<file path="src/rtl/i2c_ddc_pkg.sv">
// Package: shared types and register constants for the I2C control target.
// Assumes 8-bit registers and an 8-bit register index.
package i2c_ddc_pkg;
    localparam int BYTE_W = 8;
    typedef logic [BYTE_W-1:0] byte_t;

    // Register locations that carry behaviour.
    localparam byte_t LOC_SYSCTL   = 8'h1A;
    localparam byte_t LOC_IDENT    = 8'h1B;
    localparam byte_t LOC_IRQ_MASK = 8'h3C;
    localparam byte_t LOC_IRQ_STAT = 8'h3D;

    // Fixed read values.
    localparam byte_t IDENT_VALUE    = 8'hB0;
    localparam byte_t IRQ_STAT_VALUE = 8'h04;

    // Control bit positions.
    localparam int CTL_REQ_BIT = 2;
    localparam int CTL_GNT_BIT = 1;
    localparam byte_t CTL_ECHO = byte_t'((1 << CTL_REQ_BIT) | (1 << CTL_GNT_BIT));

    typedef enum logic [2:0] {
        ST_IDLE,
        ST_RX,
        ST_ACK_WAIT,
        ST_ACK_DRIVE,
        ST_TX,
        ST_MACK_RISE,
        ST_MACK_FALL
    } eng_state_t;
endpackage

</file>
<file path="src/rtl/i2c_line_sync.sv">
// Module: i2c_line_sync
// Brings SCL and SDA into the clk domain through STAGES flops each. Flags
// SCL edges, and START/STOP as SDA edges while SCL is high.
// Assumes clk is many times faster than SCL and STAGES >= 2.
module i2c_line_sync #(
    parameter int STAGES = 2
) (
    input  logic clk,
    input  logic rst_n,
    input  logic scl_i,
    input  logic sda_i,
    output logic sda_s,
    output logic scl_rise,
    output logic scl_fall,
    output logic start_det,
    output logic stop_det
);
    localparam int LAST = STAGES - 1;

    logic [LAST:0] scl_pipe;
    logic [LAST:0] sda_pipe;
    logic          scl_q;
    logic          scl_d;
    logic          sda_d;

    // Synchroniser chains, one flop per stage; bus idles high.
    generate
        for (genvar g = 0; g < STAGES; g++) begin : g_stage
            if (g == 0) begin : g_first
                always_ff @(posedge clk) begin
                    if (!rst_n) begin
                        scl_pipe[0] <= 1'b1;
                        sda_pipe[0] <= 1'b1;
                    end else begin
                        scl_pipe[0] <= scl_i;
                        sda_pipe[0] <= sda_i;
                    end
                end
            end else begin : g_next
                always_ff @(posedge clk) begin
                    if (!rst_n) begin
                        scl_pipe[g] <= 1'b1;
                        sda_pipe[g] <= 1'b1;
                    end else begin
                        scl_pipe[g] <= scl_pipe[g-1];
                        sda_pipe[g] <= sda_pipe[g-1];
                    end
                end
            end
        end
    endgenerate

    assign scl_q = scl_pipe[LAST];
    assign sda_s = sda_pipe[LAST];

    // Previous synchronised values for edge detection.
    always_ff @(posedge clk) begin
        if (!rst_n) begin
            scl_d <= 1'b1;
            sda_d <= 1'b1;
        end else begin
            scl_d <= scl_q;
            sda_d <= sda_s;
        end
    end

    // Edge and bus-condition decode.
    always_comb begin
        scl_rise  = scl_q & ~scl_d;
        scl_fall  = ~scl_q & scl_d;
        start_det = scl_q & scl_d & sda_d & ~sda_s;
        stop_det  = scl_q & scl_d & ~sda_d & sda_s;
    end
endmodule

</file>
<file path="src/rtl/i2c_byte_engine.sv">
// Module: i2c_byte_engine
// Bit-level target state machine: receives the address and data bytes,
// drives ACK, shifts read data out MSB first, and reacts to master ACK/NACK.
// Pulses hit_wr on a matching write address, wr_stb per received data
// byte, and rd_stb when a read byte is taken from rd_byte.
// Assumes synchronised edge strobes from i2c_line_sync.
module i2c_byte_engine
    import i2c_ddc_pkg::*;
#(
    parameter logic [6:0] TARGET_ADDR = 7'h39
) (
    input  logic  clk,
    input  logic  rst_n,
    input  logic  sda_s,
    input  logic  scl_rise,
    input  logic  scl_fall,
    input  logic  start_det,
    input  logic  stop_det,
    input  byte_t rd_byte,
    output logic  sda_oe,
    output logic  hit_wr,
    output logic  wr_stb,
    output byte_t wr_byte,
    output logic  rd_stb
);
    localparam int CNT_W = $clog2(BYTE_W);
    localparam logic [CNT_W-1:0] CNT_LAST = CNT_W'(BYTE_W - 1);

    eng_state_t       state;
    logic [CNT_W-1:0] cnt;
    byte_t            shreg;
    logic             is_addr;
    logic             rd_mode;
    byte_t            rx_full;

    // The byte as it stands once the current bit is shifted in.
    assign rx_full = {shreg[BYTE_W-2:0], sda_s};

    // Protocol sequencing; strobes are single-cycle pulses.
    always_ff @(posedge clk) begin
        if (!rst_n) begin
            state   <= ST_IDLE;
            cnt     <= '0;
            shreg   <= '0;
            is_addr <= 1'b0;
            rd_mode <= 1'b0;
            sda_oe  <= 1'b0;
            hit_wr  <= 1'b0;
            wr_stb  <= 1'b0;
            wr_byte <= '0;
            rd_stb  <= 1'b0;
        end else begin
            hit_wr <= 1'b0;
            wr_stb <= 1'b0;
            rd_stb <= 1'b0;
            if (start_det) begin
                state   <= ST_RX;
                is_addr <= 1'b1;
                cnt     <= '0;
                sda_oe  <= 1'b0;
            end else if (stop_det) begin
                state  <= ST_IDLE;
                sda_oe <= 1'b0;
            end else begin
                case (state)
                    ST_RX: begin
                        if (scl_rise) begin
                            shreg <= rx_full;
                            cnt   <= cnt + 1'b1;
                            if (cnt == CNT_LAST) begin
                                if (is_addr) begin
                                    if (rx_full[7:1] == TARGET_ADDR) begin
                                        rd_mode <= rx_full[0];
                                        hit_wr  <= ~rx_full[0];
                                        state   <= ST_ACK_WAIT;
                                    end else begin
                                        state <= ST_IDLE;
                                    end
                                end else begin
                                    wr_stb  <= 1'b1;
                                    wr_byte <= rx_full;
                                    state   <= ST_ACK_WAIT;
                                end
                            end
                        end
                    end
                    ST_ACK_WAIT: begin
                        if (scl_fall) begin
                            sda_oe <= 1'b1;
                            state  <= ST_ACK_DRIVE;
                        end
                    end
                    ST_ACK_DRIVE: begin
                        if (scl_fall) begin
                            is_addr <= 1'b0;
                            cnt     <= '0;
                            if (rd_mode) begin
                                shreg  <= rd_byte;
                                rd_stb <= 1'b1;
                                sda_oe <= ~rd_byte[BYTE_W-1];
                                state  <= ST_TX;
                            end else begin
                                sda_oe <= 1'b0;
                                state  <= ST_RX;
                            end
                        end
                    end
                    ST_TX: begin
                        if (scl_fall) begin
                            if (cnt == CNT_LAST) begin
                                sda_oe <= 1'b0;
                                state  <= ST_MACK_RISE;
                            end else begin
                                shreg  <= {shreg[BYTE_W-2:0], 1'b0};
                                sda_oe <= ~shreg[BYTE_W-2];
                                cnt    <= cnt + 1'b1;
                            end
                        end
                    end
                    ST_MACK_RISE: begin
                        if (scl_rise) begin
                            state <= sda_s ? ST_IDLE : ST_MACK_FALL;
                        end
                    end
                    ST_MACK_FALL: begin
                        if (scl_fall) begin
                            cnt    <= '0;
                            shreg  <= rd_byte;
                            rd_stb <= 1'b1;
                            sda_oe <= ~rd_byte[BYTE_W-1];
                            state  <= ST_TX;
                        end
                    end
                    default: state <= ST_IDLE;
                endcase
            end
        end
    end
endmodule

</file>
<file path="src/rtl/ddc_reg_block.sv">
// Module: ddc_reg_block
// Register index, fixed read values and the request/grant handoff state.
// A pending index load (set by a write address match) makes the next
// received byte the index. Other bytes are register writes and advance
// the index, as does every read strobe.
// Assumes hit_wr, wr_stb and rd_stb are never high in the same cycle.
module ddc_reg_block
    import i2c_ddc_pkg::*;
(
    input  logic  clk,
    input  logic  rst_n,
    input  logic  hit_wr,
    input  logic  wr_stb,
    input  byte_t wr_byte,
    input  logic  rd_stb,
    output byte_t rd_byte,
    output logic  ddc_mode_o
);
    byte_t ptr_q;
    logic  ptr_pending;
    logic  req_flag;

    // Index, pending-load flag and handoff flags.
    always_ff @(posedge clk) begin
        if (!rst_n) begin
            ptr_q       <= '0;
            ptr_pending <= 1'b0;
            req_flag    <= 1'b0;
            ddc_mode_o  <= 1'b0;
        end else begin
            if (hit_wr) begin
                ptr_pending <= 1'b1;
            end
            if (wr_stb) begin
                if (ptr_pending) begin
                    ptr_q       <= wr_byte;
                    ptr_pending <= 1'b0;
                end else begin
                    ptr_q <= ptr_q + 1'b1;
                    if (ptr_q == LOC_SYSCTL) begin
                        if (wr_byte[CTL_REQ_BIT]) begin
                            req_flag <= 1'b1;
                            if (wr_byte[CTL_GNT_BIT]) begin
                                ddc_mode_o <= 1'b1;
                            end
                        end else begin
                            req_flag   <= 1'b0;
                            ddc_mode_o <= 1'b0;
                        end
                    end
                end
            end
            if (rd_stb) begin
                ptr_q <= ptr_q + 1'b1;
            end
        end
    end

    // Read value for the current index.
    always_comb begin
        case (ptr_q)
            LOC_SYSCTL:   rd_byte = req_flag ? CTL_ECHO : '0;
            LOC_IDENT:    rd_byte = IDENT_VALUE;
            LOC_IRQ_STAT: rd_byte = IRQ_STAT_VALUE;
            default:      rd_byte = '0;
        endcase
    end
endmodule

</file>
<file path="src/rtl/i2c_regtarget_ddc.sv">
// Module: i2c_regtarget_ddc (top)
// I2C register target for a display transmitter, with a request/grant
// handoff to a display-data channel. SDA is open-drain: sda_oe_o high
// pulls the line low. Assumes clk is at least 16x the SCL rate.
module i2c_regtarget_ddc
    import i2c_ddc_pkg::*;
#(
    parameter logic [6:0] TARGET_ADDR = 7'h39,
    parameter int         SYNC_STAGES = 2
) (
    input  logic clk,
    input  logic rst_n,
    input  logic scl_i,
    input  logic sda_i,
    output logic sda_oe_o,
    output logic ddc_mode_o
);
    logic  sda_s;
    logic  scl_rise;
    logic  scl_fall;
    logic  start_det;
    logic  stop_det;
    logic  hit_wr;
    logic  wr_stb;
    byte_t wr_byte;
    logic  rd_stb;
    byte_t rd_byte;

    i2c_line_sync #(.STAGES(SYNC_STAGES)) u_sync (
        .clk       (clk),
        .rst_n     (rst_n),
        .scl_i     (scl_i),
        .sda_i     (sda_i),
        .sda_s     (sda_s),
        .scl_rise  (scl_rise),
        .scl_fall  (scl_fall),
        .start_det (start_det),
        .stop_det  (stop_det)
    );

    i2c_byte_engine #(.TARGET_ADDR(TARGET_ADDR)) u_eng (
        .clk       (clk),
        .rst_n     (rst_n),
        .sda_s     (sda_s),
        .scl_rise  (scl_rise),
        .scl_fall  (scl_fall),
        .start_det (start_det),
        .stop_det  (stop_det),
        .rd_byte   (rd_byte),
        .sda_oe    (sda_oe_o),
        .hit_wr    (hit_wr),
        .wr_stb    (wr_stb),
        .wr_byte   (wr_byte),
        .rd_stb    (rd_stb)
    );

    ddc_reg_block u_regs (
        .clk        (clk),
        .rst_n      (rst_n),
        .hit_wr     (hit_wr),
        .wr_stb     (wr_stb),
        .wr_byte    (wr_byte),
        .rd_stb     (rd_stb),
        .rd_byte    (rd_byte),
        .ddc_mode_o (ddc_mode_o)
    );
endmodule

</file>
<file path="config.mk">
export PLATFORM = sky130hd
export DESIGN_NAME = i2c_regtarget_ddc
export DESIGN_NICKNAME = d
export VERILOG_FILES = /design/src/rtl/i2c_ddc_pkg.sv /design/src/rtl/i2c_line_sync.sv /design/src/rtl/i2c_byte_engine.sv /design/src/rtl/ddc_reg_block.sv /design/src/rtl/i2c_regtarget_ddc.sv
export SDC_FILE = /design/constraint.sdc
export NUM_CORES = 1
export LEC_CHECK = 0
export BUFFER_PORTS_ARGS = -buffer_cell sky130_fd_sc_hd__buf_2
export CAP_MARGIN = 20
export CORE_ASPECT_RATIO = 1.4
export CORE_MARGIN = 2
export CORE_UTILIZATION = 30
export CTS_BUF_LIST = sky130_fd_sc_hd__clkbuf_4 sky130_fd_sc_hd__clkbuf_8
export DETAILED_ROUTE_END_ITERATION = 6
export GPL_ROUTABILITY_DRIVEN = 0
export PLACE_DENSITY_LB_ADDON = 0.25
export SLEW_MARGIN = 20
export SYNTH_ARGS = -nofsm -noshare
export SYNTH_HDL_FRONTEND = slang
export SYNTH_SLANG_ARGS = --single-unit
</file>
<file path="constraint.sdc">
create_clock -name clk -period 2.1 [get_ports clk]
set_input_delay 0.21 -clock clk [delete_from_list [all_inputs] [get_ports clk]]
set_output_delay 0.21 -clock clk [all_outputs]
set_load 0.02 [all_outputs]
</file>
---- Yosys cells after proc, flatten, opt, wreduce, memory -nomap -nowiden ----
Cells that the tools add are included.
operators by class
  equal/unequal tests ..................... 32
  reductions and logical operators ........ 21
  add/subtract/negate cells ............... 2
  bitwise gates (word level) .............. 22
  muxes and demuxes ....................... 54
operators by type and width
  operator                                       count
  two-way mux 3 bit                              15
  two-way mux 7 bit                              6
  one-hot mux 7 bit (4 select lines)             1
  two-way mux 8 bit                              3
  != test 4 bit, second input constant           6
  one-hot mux 8 bit (3 select lines)             1
  two-way mux 1 bit                              22
  != test 2 bit, second input constant           9
  one-hot mux 3 bit (6 select lines)             1
  == test 8 x 5 -> 1 bit, second input constant  2
  AND reduction 8 bit                            2
  inverter 1 bit                                 15
  == test 3 bit, second input constant           4
  AND reduction 6 bit                            2
  one-hot mux 3 bit (3 select lines)             1
  AND reduction 9 bit                            1
  adder 8 x 1 -> 8 bit, second input constant    1
  == test 8 x 6 -> 1 bit, second input constant  1
  != test 2 x 1 -> 1 bit, second input constant  4
  != test 4 x 3 -> 1 bit, second input constant  2
  nonzero test 4 bit                             2
  OR reduction 8 bit                             1
  bitwise AND 1 bit                              7
  == test 7 x 6 -> 1 bit, second input constant  1
  other kinds (15)                               21
word-level totals
  register bits after elaboration ......... 44
  bits of input ports ..................... 4
  output and inout port bits .............. 2
  word-level logic and storage cells ...... 152

---- Longest topological paths before layout ----
Gate-level depths: netlist (run 1).
  depth in word-level cells ............... 8
  depth in mapped cells ................... 8
  gate-level depth less buffers ........... 7

---- Cells and area by module ----
From an unflattened synthesis (run 1), not the netlist that was laid out.
second synthesis, totals
  cells, all modules ...................... 266
  area total of the unflattened synthesis .. 2314.7 um2
modules (own cells, without submodules)
  module           cells each  instances  area each (um2)  sequential area each (um2)
  i2c_byte_engine  160         1          1420.1           540.5
  ddc_reg_block    90          1          704.4            220.2
  i2c_line_sync    16          1          190.2            120.1

---- Worst setup path before layout (run 1) ----
No wires, ideal clock.
  path type ............................... reg-to-reg
  start point ............................. register u_eng.cnt[0]
  end point ............................... register u_eng.shreg[5]
  buffers on the path ..................... 1
  setup slack ............................. 238 ps
  required time ........................... 2019 ps
  clock period less this slack ............ 1862 ps
  cell stages (with the launch flop) ...... 9
  library setup time ...................... 81 ps
  arrival ................................. 1781 ps
  cells stage by stage .................... dfxtp_1 ha_1 ha_1 nor4bb_1 or3_4 nor3_4 buf_6 nor2_1 a211oi_2
between the ends
  cells in the longest elaborated chain, start to end .. 3
ends and longest elaborated chain
  what                           line                    source
  start: declaration             i2c_byte_engine.sv:30   logic [CNT_W-1:0] cnt;
  start signal: assignment       i2c_byte_engine.sv:69   cnt <= cnt + 1'b1;
  start signal: assignment       i2c_byte_engine.sv:116  cnt <= cnt + 1'b1;
  == test 3 bit                  i2c_byte_engine.sv:110  if (cnt == CNT_LAST) begin
  != test 2 bit (no line)        n/a
  AND reduction 9 bit (no line)  n/a
  end signal: assignment         i2c_byte_engine.sv:98   shreg <= rd_byte;
  end signal: assignment         i2c_byte_engine.sv:114  shreg <= {shreg[BYTE_W-2:0], 1'b0};
  end signal: assignment         i2c_byte_engine.sv:128  shreg <= rd_byte;
  end: declaration               i2c_byte_engine.sv:31   byte_t shreg;
Every way passes these cells.
A chain may end at the register's enable or synchronous reset.

---- Final worst setup path (run 1) ----
Same ends and word-level chain as after synthesis.

==> results of run 1 <==
==> how the worst max path moves through the flow <==
stage,start,endpoint,slack (ns),cells past startpoint
final,u_eng.cnt[0],u_eng.shreg[5],0.18,8
after global routing,u_eng.cnt[0],u_eng.state[0],0.07,8
after CTS,u_eng.cnt[0],u_eng.shreg[5],0.17,8
after detailed placement,u_eng.cnt[0],u_eng.shreg[2],0.20,8
after global placement,u_eng.cnt[0],u_eng.shreg[4],0.22,8
after floorplan,u_eng.cnt[0],u_eng.shreg[5],0.24,8
==> layout make-up <==
cell class | count | share of cell area [%]
Multi-Input combinational cell | 209 | 50.02
Clock buffer | 6 | 2.960
Timing Repair Buffer | 20 | 5.337
Inverter | 10 | 1.456
Tap cell | 97 | 4.706
Sequential cell | 44 | 34.16
Clock inverter | 2 | 1.359
==> state kept, by name, indices dropped and copies added, names as in the netlist, 3 cells and up <==
register	flops
u_eng.cnt	3
u_eng.shreg	7
u_eng.state	3
u_eng.wr_byte	8
u_regs.ptr_q	8
==> layout by cell type, fill, tap and decap left out, types with 5 or more instances in the layout <==
master	n
inv_1	9
ha_1	6
o21ai_0	17
mux2i_1	7
nand3_1	9
buf_4	15
nand2_1	25
buf_2	5
clkbuf_8	5
nand2b_1	18
a31oi_1	6
nor2_1	25
a21oi_1	32
dfxtp_1	44
==> cells by family (layout without fill, tap and decap cells) <==
group | Yosys count | count (layout) | share of synthesized area, %
compound gates | 80 | 80 | 22.28
xor+xnor | 1 | 1 | 0.3851
fa+ha+maj | 6 | 6 | 3.300
buf+inv | 26 | 38 | 4.840
flops | 44 | 44 | 38.72
mux | 7 | 7 | 3.080
simple gates | 115 | 115 | 27.39
==> power by group <==
part / leakage [nW] / internal (W) / total (W) / switching (W)
logic: 0.481 / 0.0000287 / 0.0000688 / 0.0000401
clock network: 0.0586 / 0.000367 / 0.000664 / 0.000297
registers: 0.356 / 0.000843 / 0.000856 / 0.0000127
total: 0.895 / 0.00124 / 0.00159 / 0.000350
==> stage by stage <==
step / util [%] / setup WS, ns / std cells / instance area, um^2
2_1_floorplan: - / 0.2380 / 279 / 2275
3_3_place_gp: 33.44 / 0.2222 / 380 / 2461
5_1_grt: 35.03 / 0.06697 / 388 / 2579
4_1_cts: 34.95 / 0.1727 / 388 / 2572
6_report: 35.03 / 0.1814 / 388 / 2579
3_5_place_dp: 33.44 / 0.1991 / 380 / 2461
==> layer usage <==
metal	track usage (%)	share of wire, %	vias to the layer above
li1	-	-	1019
met1	16.15	42	950
met2	25.86	52	47
met3	2.694	3.7	10
met4	5.867	2.2	0
met5	0	0	-
==> reports/qor.yml, run 1 <==
timing:
  max_freq_ghz: 0.5212
  rsz0062_at_grt: "false"
  worst_slew_pin_slew_ns: 0.5906
  setup-tns-final_ns: 0
  fin_worst_skew_ns: 0.009575
  layout_min_cycle_time_ns: 1.919
  hold_viol: 0
  setup_viol: 0
  min_period_over_period_pct: 91.36
  hold_slack_ns: 0.08782
  slew-limit-headroom_pct: 60.27
  slew_violations: 0
run:
  drv_cap: 0
clock_tree:
  ctsResizeCount: 0
  path_clk_slew_ns: 0.08
  clock_latency_ns: 0.30
  cts_root_buf: "clkbuf_8"
  cts_hold_buf: 0
  cts_tree: "done"
  cts_made_buffers: 5
  cts_setup_buffers: 0
  clockBufferDepth: 2
  numClockSinks: 44
  htreeDepth: 2
global_routing:
  overflow: 0
  grt_max_degree: 21
  grt_pass1_vias: 1929
  antenna_found_initial: 0
  grt_pass1_wl_um: 9349
  track_usage_pct: 14.26
route:
  wire_per_inst_um: 14.24
  drc: 0
  ant_nets: 0
  wl_um: 5527
  dr_total_vias: 2026
  drt-initial-drc-count: 108
  vias_per_cell: 5.222
  drtPass1Iterations: 4
pwr:
  leakagePower_nw: 0.8951
  fin_total_pwr_w: 0.001588
  powerDensity_nw_per_um2: 616.0
  ir_worst_vdd_v: 0.0003518
yosys:
  yosys-top-cells-count: "dfxtp_1 (44), a21oi_1 (32), nand2_1 (25), nor2_1 (25), nand2b_1 (18)"
  syn_area_per_cell_um2: 8.153
  synth_fp_nets: 289
  synth_seq_cells: 44
  yosysUniqueCellTypes: 45
  yosysMostFrequentCell: "dfxtp_1"
  async_reset_ff_share_pct: 0
  ys_warn_count: 0
  synthTopCellsByArea: "dfxtp_1 (39%), a21oi_1 (7.0%), nand2b_1 (5.0%), nand2_1 (4.1%), nor2_1 (4.1%)"
  synthFlopType: "dfxtp_1"
  synth_edf_count: 0
  synth_top_area_cell: "dfxtp_1"
  synth_top_area_share_pct: 38.72
  seq_area_frac_synth_pct: 38.72
  postSynthCellCount: 279
  synth_area_um2: 2275
placement:
  dpl.hpwl_um: 4000
  port_buffers: 5
setup_path:
  r2r_end: "u_eng.shreg[5]"
  start_kind: "flop"
  critical_path_class: "reg2reg"
  r2r_start: "u_eng.cnt[0]"
  max_stage_delay_ns: 0.41
  crit_buf_inv: 1
  cpMostUsedCell: "ha_1"
  cp.required_ns: 2.32
  r2r_cells: 8
  critPathTopFamily: "simple AND/OR/NAND/NOR gates"
  arrival_ns: 2.14
  critPathMaxFanout: 12
  reg2reg_slack_ns: 0.18
  crit_slowest_cell: "or3_4"
  path_cells: "ha_1, ha_1, nor4bb_1, or3_4, nor3_4, buf_4, nor2_1, a211oi_2"
  end_kind: "flop"
layout:
  fillCellCount: 773
  final_layout_size_suffix_gt1_share_pct: 13.75
  area_growth_pct: 13.37
  multiInputGateArea_um2: 1290
  final_nets: 300
  regArea_um2: 880.8
  diodes: 0
floorplan:
  fp.dieH_um: 107.0
  ios: 6
  die_x_um: 77.59
  rows: 37
  core_um2: 7361
  die-area_um2: 8304
  start_util_pct: 30.90
worst_hold_path:
  hold_path_class: "in2reg"
  worstHoldStart: "sda_i"
  hold_depth: 2
  whs_endpoint: "u_sync.sda_pipe[0]"
run_status:
  outcome: "complete, no violations"
Note: power is estimated with default switching activity, not from simulation.
==> run 2, diff against run 1 <==
PLACE_DENSITY_LB_ADDON = not set   (was 0.25)
SLEW_MARGIN = 25   (was 20)
==> run 2 against run 1 <==
Compared with the run above:
- critical path depth did not move
- largest cell class unchanged
- cell area rose by 0.24%
- first-iteration DRC count fell by 10%
- critical endpoint is now u_eng.shreg[0]
- worst hold slack got worse by 0.0054 ns
==> reports/qor.yml, run 2 (synthesis results as in run 1) <==
pwr:
  p_int_w: 0.001238
  p_sw_w: 0.0003420
  ir_worst_vdd_v: 0.0002057
  p_comb_share_pct: 4.3
  leakagePower_nw: 0.8983
  sw_frac_of_total_pct: 21.65
  seq_power_share_pct: 54.2
  powerDensity_nw_per_um2: 611.1
  clockPowerShare_pct: 41.6
clock_tree:
  clockBufferDepth: 2
  cts_root_buf: "clkbuf_8"
  path_clk_slew_ns: 0.09
  cts_setup_buffers: 0
  ctsResizeCount: 0
  numClockSinks: 44
  cts_tree: "done"
  clock_latency_ns: 0.30
  cts_hold_buf: 0
  htreeDepth: 2
  cts_made_buffers: 5
global_routing:
  grt_max_degree: 21
  grt_pass1_wl_um: 9004
  track_usage_pct: 13.37
  overflow: 0
  grt_pass1_vias: 1953
  antenna_found_initial: 0
setup_path:
  crit_path_end: "u_eng.shreg[0]"
  start_kind: "flop"
  cp.required_ns: 2.28
  r2r_end: "u_eng.shreg[0]"
  arrival_ns: 2.09
  critical_path_class: "reg2reg"
  reg2reg_slack_ns: 0.19
  crit_start: "u_eng.cnt[0]"
  end_kind: "flop"
  critPathMaxFanout: 13
  r2r_cells: 8
  r2r_start: "u_eng.cnt[0]"
floorplan:
  die_x_um: 77.59
  fp.dieH_um: 107.0
  rows: 37
  core_um2: 7361
  ios: 6
  start_util_pct: 30.90
  die-area_um2: 8304
route:
  vias_per_cell: 5.273
  drt-initial-drc-count: 97
  drc: 0
  wl_um: 5479
  dr_total_vias: 2046
  wire_per_inst_um: 14.12
  ant_nets: 0
  drtPass1Iterations: 4
layout:
  final_cell_mix: "dfxtp_1 (44), a21oi_1 (32), nand2_1 (25), nor2_1 (25), nand2b_1 (18)"
  area_growth_pct: 13.64
  diodes: 0
  instances_no_fill: 388
  final_nets: 300
  fin_util_pct: 35.12
  final_layout_size_suffix_gt1_share_pct: 13.40
  reg_top3: "u_eng.wr_byte x8, u_regs.ptr_q x8, u_eng.shreg x7"
  fillCellCount: 794
  final_common_cell: "dfxtp_1"
placement:
  port_buffers: 5
  dpl.hpwl_um: 4000
  pre_cts_ws_ns: 0.1969
  numPlacedInstances: 380
run_status:
  outcome: "complete, no violations"
timing:
  rsz0062_at_grt: "false"
  min_period_over_period_pct: 90.80
  max_freq_ghz: 0.5244
  slew-limit-headroom_pct: 68.16
  hold_slack_ns: 0.08245
  fin_worst_skew_ns: 0.01030
  setup_ws_ns: 0.1931
  layout_min_cycle_time_ns: 1.907
  worst_slew_pin_slew_ns: 0.4725
  hold_viol: 0
  slew_violations: 0
  setup-tns-final_ns: 0
  setup_viol: 0
worst_hold_path:
  hold_path_class: "in2reg"
run:
  drv_cap: 0
## run 2: cell types whose count changed in the layout (fill, tap and decap cells not counted)
cell | previous run | this run
buf_4 | 15 | 14
nor4bb_2 | 1 | 0
nor4bb_1 | 2 | 3
buf_12 | 0 | 1
## run 2: how the worst min path moves through the flow
stage                from                 end  slack (ns)  depth (start not counted)
global placement    scl_i  u_sync.scl_pipe[0]        0.39                          2
finish              scl_i  u_sync.scl_pipe[0]        0.08                          2
global route        scl_i  u_sync.scl_pipe[0]        0.08                          2
CTS                 scl_i  u_sync.scl_pipe[0]        0.08                          2
floorplan           scl_i  u_sync.scl_pipe[0]        0.31                          1
detailed placement  scl_i  u_sync.scl_pipe[0]        0.39                          2
## run 2: stage by stage
| step | cell area, um^2 | power, W |
|---|---|---|
| after floorplan | 2275 | 0.0009199 |
| after global placement | 2474 | 0.0009420 |
| after detailed placement | 2474 | 0.0009431 |
| after CTS | 2585 | 0.001597 |
| after global routing | 2585 | 0.001643 |
| final | 2585 | 0.001580 |
## run 2: per-layer routing
metal / share of wire (%) / vias to the layer above / GRT usage [%]
met3: 3.7 / 10 / 2.525
met5: 0 / - / 0
li1: - / 1014 / -
met4: 1.4 / 0 / 4.464
met1: 43 / 972 / 14.58
met2: 52 / 50 / 25.43
## run 2: area by class of cell
type | count | area (um^2) | area share, %
clock buffer | 6 | 76.32 | 2.953
sequential | 44 | 880.8 | 34.08
multi-input combinational | 209 | 1284 | 49.66
tap | 97 | 121.4 | 4.695
timing repair buffer | 20 | 150.1 | 5.808
inverter | 10 | 37.54 | 1.452
clock inverter | 2 | 35.03 | 1.355
## run 2: critical path, stage by stage, from the launching register on
cell	delay (ns)
dfxtp_1	0.33
ha_1	0.20
ha_1	0.19
nor4bb_1	0.14
or3_4	0.40
nor3_4	0.16
buf_12	0.16
mux2i_1	0.18
nor2_1	0.05
## run 2: power groups by stage
| stage | Sequential, W | Clock (W) | Combinational (W) |
|---|---|---|---|
| CTS | 0.000855 | 0.000674 | 0.0000679 |
| floorplan | 0.000869 | 0 | 0.0000514 |
| global placement | 0.000875 | 0 | 0.0000670 |
| detailed placement | 0.000875 | 0 | 0.0000681 |
| global route | 0.000857 | 0.000712 | 0.0000741 |
| finish | 0.000856 | 0.000657 | 0.0000672 |
==> run 3, diff against run 2 <==
--- a/config.mk
+++ b/config.mk
@@ -14,5 +14,5 @@
 export DETAILED_ROUTE_END_ITERATION = 6
 export GPL_ROUTABILITY_DRIVEN = 0
-export SLEW_MARGIN = 25
+export SLEW_MARGIN = 0
 export SYNTH_ARGS = -nofsm -noshare
 export SYNTH_HDL_FRONTEND = slang
==> constraint.sdc (replaced) <==
create_clock -name clk -period 2.1 [get_ports clk]
set_input_delay 0.63 -clock clk [delete_from_list [all_inputs] [get_ports clk]]
set_output_delay 0.63 -clock clk [all_outputs]
set_load 0.02 [all_outputs]
==> run 3 against run 2 <==
Compared with the run above:
- combinational power grew 4.2%
- via count shrank 2.9%
- critical path depth is the same
- sequential cell count is the same
- power grew 15%
- first-iteration DRC count grew 3.1%
- worst hold slack gained 0.33 ns
- die area is the same
==> reports/qor.yml, run 3 (synthesis results as in run 1) <==
run_status:
  outcome: "complete, no violations"
placement:
  dpl.hpwl_um: 3982
  port_buffers: 5
timing:
  hold_viol: 0
  setup-tns-final_ns: 0
  max_freq_ghz: 0.5101
  slew_violations: 0
  layout_min_cycle_time_ns: 1.961
  worst_slew_pin_slew_ns: 0.4816
  setup_viol: 0
  rsz0062_at_grt: "false"
  slew-limit-headroom_pct: 67.55
  fin_worst_skew_ns: 0.007897
  min_period_over_period_pct: 93.36
global_routing:
  overflow: 0
  grt_max_degree: 21
  grt_pass1_vias: 1965
  track_usage_pct: 13.54
  grt_pass1_wl_um: 9087
  antenna_found_initial: 0
layout:
  diodes: 0
  area_growth_pct: 16.45
  reg_top3: "u_eng.wr_byte x8, u_regs.ptr_q x8, u_eng.shreg x7"
  final_common_cell: "dfxtp_1"
  final_cell_mix: "dfxtp_1 (44), a21oi_1 (32), nand2_1 (25), nor2_1 (25), nand2b_1 (18)"
  fillCellCount: 758
  final_nets: 301
  final_layout_size_suffix_gt1_share_pct: 14.38
route:
  drc: 0
  drtPass1Iterations: 4
  dr_total_vias: 1987
  routed.top_layer: "met4"
  wire_per_inst_um: 13.58
  wl_um: 5282
  ant_nets: 0
  routed-wl-met3_um: 137
  met1Wirelength_um: 2202
  drt-initial-drc-count: 100
  dr_wl_met2_um: 2862
  vias_per_cell: 5.108
floorplan:
  rows: 37
  fp.dieH_um: 107.0
  die_x_um: 77.59
  start_util_pct: 30.90
  ios: 6
  die-area_um2: 8304
  core_um2: 7361
clock_tree:
  cts_setup_buffers: 0
  path_clk_slew_ns: 0.09
  htreeDepth: 2
  clock_latency_ns: 0.30
  cts_hold_buf: 0
  ctsResizeCount: 0
  clockBufferDepth: 2
  numClockSinks: 44
  cts_root_buf: "clkbuf_8"
  cts_made_buffers: 5
  cts_tree: "done"
setup_path:
  end_kind: "flop"
  critical_path_class: "reg2reg"
  r2r_cells: 8
  critPathMaxFanout: 13
  cp.required_ns: 2.29
  path_cells: "ha_1, ha_2, nor4bb_1, or3_4, nor3_4, buf_12, mux2i_1, nor2_1"
  arrival_ns: 2.15
  max_stage_delay_ns: 0.41
  start_kind: "flop"
  crit_slowest_cell: "or3_4"
worst_hold_path:
  hold_path_class: "reg2reg"
  hold_depth: 1
run:
  drv_cap: 0
pwr:
  ir_worst_vdd_v: 0.0003209
  powerDensity_nw_per_um2: 684.8
  leakagePower_nw: 0.9200
  fin_total_pwr_w: 0.001814
run 3: path summary, 6_finish.rpt:
check	start	endpoint	slack [ns]
max	u_eng.cnt[0]	u_eng.shreg[0]	0.14
min	u_sync.sda_pipe[0]	u_sync.sda_s	0.41
max reg2reg	u_eng.cnt[0]	u_eng.shreg[0]	0.14
min reg2reg	u_sync.sda_pipe[0]	u_sync.sda_s	0.41
run 3: per-layer routing:
layer	up-vias	track usage [%]
met1	942	14.61
met2	20	26.29
met3	7	2.525
li1	1018	-
met5	-	0
met4	0	3.827
run 3: stage by stage:
step	util (%)	hold slack, ns	cell area [um^2]	worst slack [ns]	instances
2_1_floorplan	-	0.3863	2275	0.2380	279
3_3_place_gp	33.71	0.3895	2481	0.1578	381
3_5_place_dp	33.71	0.4009	2481	0.09934	381
4_1_cts	35.87	0.4184	2640	0.08320	389
5_1_grt	35.99	0.4375	2649	0.01464	389
6_report	35.99	0.4094	2649	0.1395	389
run 3: layout make-up:
type                    count  area [um^2]  area share, %
inverters                  10        37.54          1.417
repair buffers             21        157.7          5.952
multi-input cells         209         1292          48.80
clock inverters             3        90.09          3.401
flip-flops and latches     44        880.8          33.25
well taps                  97        121.4          4.582
clock buffers               5        68.82          2.598
run 3: power breakdown:
group	switching [W]	internal (W)	leakage (nW)
clock network	0.000294	0.000595	0.0784
logic	0.0000399	0.0000301	0.486
registers	0.0000116	0.000843	0.356
run 3: critical path, delay by kind of cell, from the launching register on:
kind	cells	cell delay (ns)
and+or+nand+nor	4	0.77
adders and majority gates	2	0.41
buffers and inverters	1	0.16
DFF	1	0.33
muxes	1	0.19
